**src/rtl/addr_remap_pkg.sv**
```systemverilog
package addr_remap_pkg;

  typedef enum logic [1:0] {
    SEL_MATCH  = 2'd0,
    SEL_REMAP  = 2'd1,
    SEL_ENABLE = 2'd2,
    SEL_NONE   = 2'd3
  } cfgSel_e;

  // Field load strobes sent from control to datapath
  typedef struct packed {
    logic ldMatch;
    logic ldRemap;
    logic ldEnable;
  } remapStrobe_t;

endpackage

```
**src/rtl/addr_remap_ctrl.sv**
```systemverilog
module addr_remap_ctrl
  import addr_remap_pkg::*;
#(
  parameter int NUM_REGIONS = 2,
  parameter int IDX_W       = 1
) (
  input  logic                   cfgWrEn,
  input  logic [IDX_W-1:0]       cfgWrRegion,
  input  logic [1:0]             cfgWrSel,
  output remapStrobe_t           strobe,
  output logic [NUM_REGIONS-1:0] regionSel
);

  always_comb begin
    strobe = '0;
    if (cfgWrEn) begin
      unique case (cfgSel_e'(cfgWrSel))
        SEL_MATCH:  strobe.ldMatch  = 1'b1;
        SEL_REMAP:  strobe.ldRemap  = 1'b1;
        SEL_ENABLE: strobe.ldEnable = 1'b1;
        SEL_NONE:   strobe = '0;
      endcase
    end
  end

  for (genvar i = 0; i < NUM_REGIONS; i++) begin : g_sel
    assign regionSel[i] = cfgWrEn && (cfgWrRegion == IDX_W'(i));
  end

endmodule

```
**src/rtl/addr_remap_dp.sv**
```systemverilog
module addr_remap_dp
  import addr_remap_pkg::*;
#(
  parameter int ADDR_W      = 32,
  parameter int NUM_REGIONS = 2,
  parameter int IDX_W       = 1
) (
  input  logic                   clk,
  input  logic                   rst_n,
  input  remapStrobe_t           strobe,
  input  logic [NUM_REGIONS-1:0] regionSel,
  input  logic [ADDR_W-1:0]      wrData,
  input  logic [ADDR_W-1:0]      reqAddr,
  output logic [ADDR_W-1:0]      xlatAddr,
  output logic                   xlatHit,
  output logic [IDX_W-1:0]       xlatRegion,
  output logic [NUM_REGIONS-1:0] regionEn
);

  logic [NUM_REGIONS-1:0] hitVec;
  logic [ADDR_W-1:0]      xlatVec [NUM_REGIONS];

  for (genvar i = 0; i < NUM_REGIONS; i++) begin : g_region
    logic [ADDR_W-1:0] matchQ;
    logic [ADDR_W-1:0] remapQ;
    logic              enQ;
    logic [ADDR_W-1:0] sizeMask;

    always_ff @(posedge clk or negedge rst_n) begin
      if (!rst_n) begin
        matchQ <= '0;
        remapQ <= '0;
        enQ    <= 1'b0;
      end else if (regionSel[i]) begin
        if (strobe.ldMatch)  matchQ <= wrData;
        if (strobe.ldRemap)  remapQ <= wrData;
        if (strobe.ldEnable) enQ    <= wrData[0];
      end
    end

    // trailing ones plus the first zero above them; all ones if no zero
    assign sizeMask   = matchQ ^ (matchQ + ADDR_W'(1));
    assign hitVec[i]  = enQ && ((reqAddr & ~sizeMask) == (matchQ & ~sizeMask));
    assign xlatVec[i] = (remapQ & ~sizeMask) | (reqAddr & sizeMask);
    assign regionEn[i] = enQ;
  end

  // lowest index is applied last and so wins
  always_comb begin
    xlatAddr   = reqAddr;
    xlatHit    = 1'b0;
    xlatRegion = '0;
    for (int i = NUM_REGIONS - 1; i >= 0; i--) begin
      if (hitVec[i]) begin
        xlatAddr   = xlatVec[i];
        xlatHit    = 1'b1;
        xlatRegion = IDX_W'(i);
      end
    end
  end

endmodule

```
**src/rtl/addr_remap.sv**
```systemverilog
module addr_remap
  import addr_remap_pkg::*;
#(
  parameter int ADDR_W      = 32,
  parameter int NUM_REGIONS = 2,
  localparam int IDX_W      = (NUM_REGIONS > 1) ? $clog2(NUM_REGIONS) : 1
) (
  input  logic              clk,
  input  logic              rst_n,
  input  logic              cfgWrEn,
  input  logic [IDX_W-1:0]  cfgWrRegion,
  input  logic [1:0]        cfgWrSel,
  input  logic [ADDR_W-1:0] cfgWrData,
  input  logic [ADDR_W-1:0] reqAddr,
  output logic [ADDR_W-1:0] xlatAddr,
  output logic              xlatHit,
  output logic [IDX_W-1:0]  xlatRegion
);

  remapStrobe_t           strobe;
  logic [NUM_REGIONS-1:0] regionSel;
  logic [NUM_REGIONS-1:0] regionEn;

  addr_remap_ctrl #(
    .NUM_REGIONS(NUM_REGIONS),
    .IDX_W      (IDX_W)
  ) u_ctrl (
    .cfgWrEn    (cfgWrEn),
    .cfgWrRegion(cfgWrRegion),
    .cfgWrSel   (cfgWrSel),
    .strobe     (strobe),
    .regionSel  (regionSel)
  );

  addr_remap_dp #(
    .ADDR_W     (ADDR_W),
    .NUM_REGIONS(NUM_REGIONS),
    .IDX_W      (IDX_W)
  ) u_dp (
    .clk       (clk),
    .rst_n     (rst_n),
    .strobe    (strobe),
    .regionSel (regionSel),
    .wrData    (cfgWrData),
    .reqAddr   (reqAddr),
    .xlatAddr  (xlatAddr),
    .xlatHit   (xlatHit),
    .xlatRegion(xlatRegion),
    .regionEn  (regionEn)
  );

endmodule

```
**config.mk**
```make
export PLATFORM = sky130hd
export DESIGN_NAME = addr_remap
export DESIGN_NICKNAME = d
export VERILOG_FILES = /design/src/rtl/addr_remap_pkg.sv /design/src/rtl/addr_remap_ctrl.sv /design/src/rtl/addr_remap_dp.sv /design/src/rtl/addr_remap.sv
export SDC_FILE = /design/constraint.sdc
export NUM_CORES = 1
export LEC_CHECK = 0
export BUFFER_PORTS_ARGS = -buffer_cell sky130_fd_sc_hd__buf_2
export CAP_MARGIN = 20
export CORE_ASPECT_RATIO = 0.9
export CORE_MARGIN = 5
export CORE_UTILIZATION = 55
export CTS_BUF_LIST = sky130_fd_sc_hd__clkbuf_16
export DETAILED_ROUTE_END_ITERATION = 8
export PLACE_DENSITY = 0.84
export SETUP_SLACK_MARGIN = 0.1
export SLEW_MARGIN = 40
export SYNTH_ARGS = -nofsm -noshare
export SYNTH_HDL_FRONTEND = slang
export SYNTH_HIERARCHICAL = 1
export SYNTH_SLANG_ARGS = --single-unit
```
**constraint.sdc**
```tcl
create_clock -name clk -period 8.3 [get_ports clk]
set_input_delay 1.245 -clock clk [delete_from_list [all_inputs] [get_ports clk]]
set_output_delay 1.245 -clock clk [all_outputs]
set_load 0.01 [all_outputs]
```
==> results_dict.tcl <==
set metrics [dict create \
    status "complete, no violations" \
    slowest_stage "nor4_4" \
    multiInputGateArea_um2 5430 \
    clock-sinks 128 \
    cts_setup_buffers 0 \
    rows 44 \
    hp-class "register to register" \
    cts_tree "built" \
    seq_area_um2 3200 \
    holdWs_ns 0.500 \
    routed_wl_um 25100 \
    place.gp.congestion 0.958 \
    tns_ns 0 \
    ctsResizeCount 0 \
    hold_viol_final 0 \
    nets 1107 \
    crit_path_end_kind "primary output" \
    synthCells 870 \
    drc 0 \
    clk_pin_slew_ns 0.06 \
    cp_data_arrival_time_ns 5.97 \
    fmax_mhz 139 \
    placed_cells 1160 \
    die_h_um 131 \
    pin_count 104 \
    grt_overflow 0 \
    syn-num-nets 1004 \
    grt_pass1_wl_um 39500 \
    vias_per_cell 6.44 \
    cap_violations 0 \
    numCtsBuffers 17 \
    core_um2 16000 \
    insertion_delay_ns 0.42 \
    antenna_found_initial 1 \
    crit_path_max_fanout 17 \
    holdBufCountCts 0 \
    skew_ns 0 \
    clock_path_buffers 2 \
    num_vias 7690 \
    path_delay_family "simple AND/OR/NAND/NOR gates" \
    rr_worst_depth 1 \
    drtIter0Drc 1003 \
    cts_htree_levels 4 \
    die_area_um2 18800 \
    grt_max_degree 77 \
    synth_area_um2 8900 \
    finalWorstPathRequiredPeriod_ns 7.21 \
    cp_cell_sequence "nand3_1 -> inv_1 -> nand3_1 -> nor3_1 -> inv_1 -> nor3_1 -> nand3_1 -> ha_1 -> xnor2_1 -> or3_1 -> nand4b_1 -> or4_1 -> nor4_4 -> buf_4 -> a31oi_1 -> a22oi_1 -> buf_2" \
    drt-wirelength-per-cell_um 21.0 \
    cts-root-buf "clkbuf_16" \
    drive_above_1_share 0.292 \
    path_buf_inv 4 \
    initial_utilization 0.555 \
    cpMostUsedCell "nand3_1" \
    syn_area_per_cell_um2 10.2 \
    dr.pass1.iters 6 \
    required_ns 7.05 \
    min_period_over_period 0.869 \
    final_cells 1195 \
    grt_usage 0.272 \
    p_leak_nw 4.79 \
    portBuffers 101 \
    worst_pin_slew_ns 0.866 \
    drtAntennaViolNets 0 \
    whs_path_depth 1 \
    slew_headroom 0.423 \
    dpl.hpwl_um 18000 \
    fill_cells 1226 \
    yosysWarnings 6 \
    cp-start-kind "register" \
    vdd_drop_max_uv 228 \
    final-max-slew-violation-count 0 \
    crit_path_max_incr_delay_ns 0.73 \
    rsz0062_at_grt "no" \
    syn2layout_area_growth_pct 15.6 \
    setup_viol 0 \
    path_class "register to primary output" \
    p_per_area_nw_per_um2 257 \
    die_width_um 144 \
    cp.depth 17 \
    grt_pass1_vias 7348 \
]
## per-stage QoR
step	area, um^2	worst slack, ns	power (mW)	utilization
5_1_grt	10300	0.748	2.78	0.642
4_1_cts	10300	1.26	2.63	0.641
6_report	10300	1.09	2.64	0.642
3_3_place_gp	9630	1.81	1.75	0.601
3_5_place_dp	9630	1.74	1.79	0.601
2_1_floorplan	8900	3.15	1.53	-
## state kept, by name, indices dropped and copies added (netlist names)
name and cells:
u_dp/g_region.enQ 2, u_dp/g_region.matchQ 64, u_dp/g_region.remapQ 62
## layout make-up
cell class	instances	area share
clock buffers	17	0.0414
well taps	207	0.0252
multi-input cells	674	0.528
repair buffers	112	0.0578
flip-flops and latches	128	0.311
inverters	40	0.0146
diodes	2	0.000487
clock inverters	15	0.0210
## report_power, final
part / internal, mW / switching, mW
registers: 0.770 / 0.167
logic: 0.410 / 0.472
clock network: 0.531 / 0.293
total: 1.71 / 0.932
## per-layer routing
metal	track usage	wire [um]	vias up
li1	-	-	3469
met1	0.383	10600	3783
met2	0.423	11600	384
met3	0.0499	2260	54
met4	0.100	631	0
met5	0	0	-
## path summary, 6_finish.rpt
check | start | slack [ns] | end
max in group asynchronous | rst_n | 6.22 | u_dp/g_region[0].remapQ[16]$_DFFE_PN0P_
max reg2reg | u_dp/g_region[0].matchQ[18]$_DFFE_PN0P_ | 7.39 | u_dp/g_region[0].matchQ[18]$_DFFE_PN0P_
max | u_dp/g_region[1].matchQ[3]$_DFFE_PN0P_ | 1.09 | xlatAddr[27]
min reg2reg | u_dp/g_region[1].remapQ[2]$_DFFE_PN0P_ | 0.50 | u_dp/g_region[1].remapQ[2]$_DFFE_PN0P_
min | u_dp/g_region[1].remapQ[2]$_DFFE_PN0P_ | 0.50 | u_dp/g_region[1].remapQ[2]$_DFFE_PN0P_
min in group asynchronous | rst_n | 0.86 | u_dp/g_region[1].remapQ[7]$_DFFE_PN0P_
## layout by cell type (no fill, tap or decap), drive strengths merged, types with 3 or more instances in the layout
cell type    n
inv         41
nor3        14
dfrtp      128
nor2        20
o31a         5
nand3       29
xor2        57
and4         5
clkinvlp     3
mux2i       13
nor4         4
bufinv       5
nand2       34
o211ai       5
nand4       19
ha          64
a31oi       26
and3        56
a21boi       6
xnor2       18
o21ai       26
and4b        3
a21oi       61
a22oi       26
or3          4
o22a        20
mux2       128
or2          3
clkinv       6
a21bo       12
clkbuf      17
buf        112
Note: power is estimated with default switching activity, not from simulation.
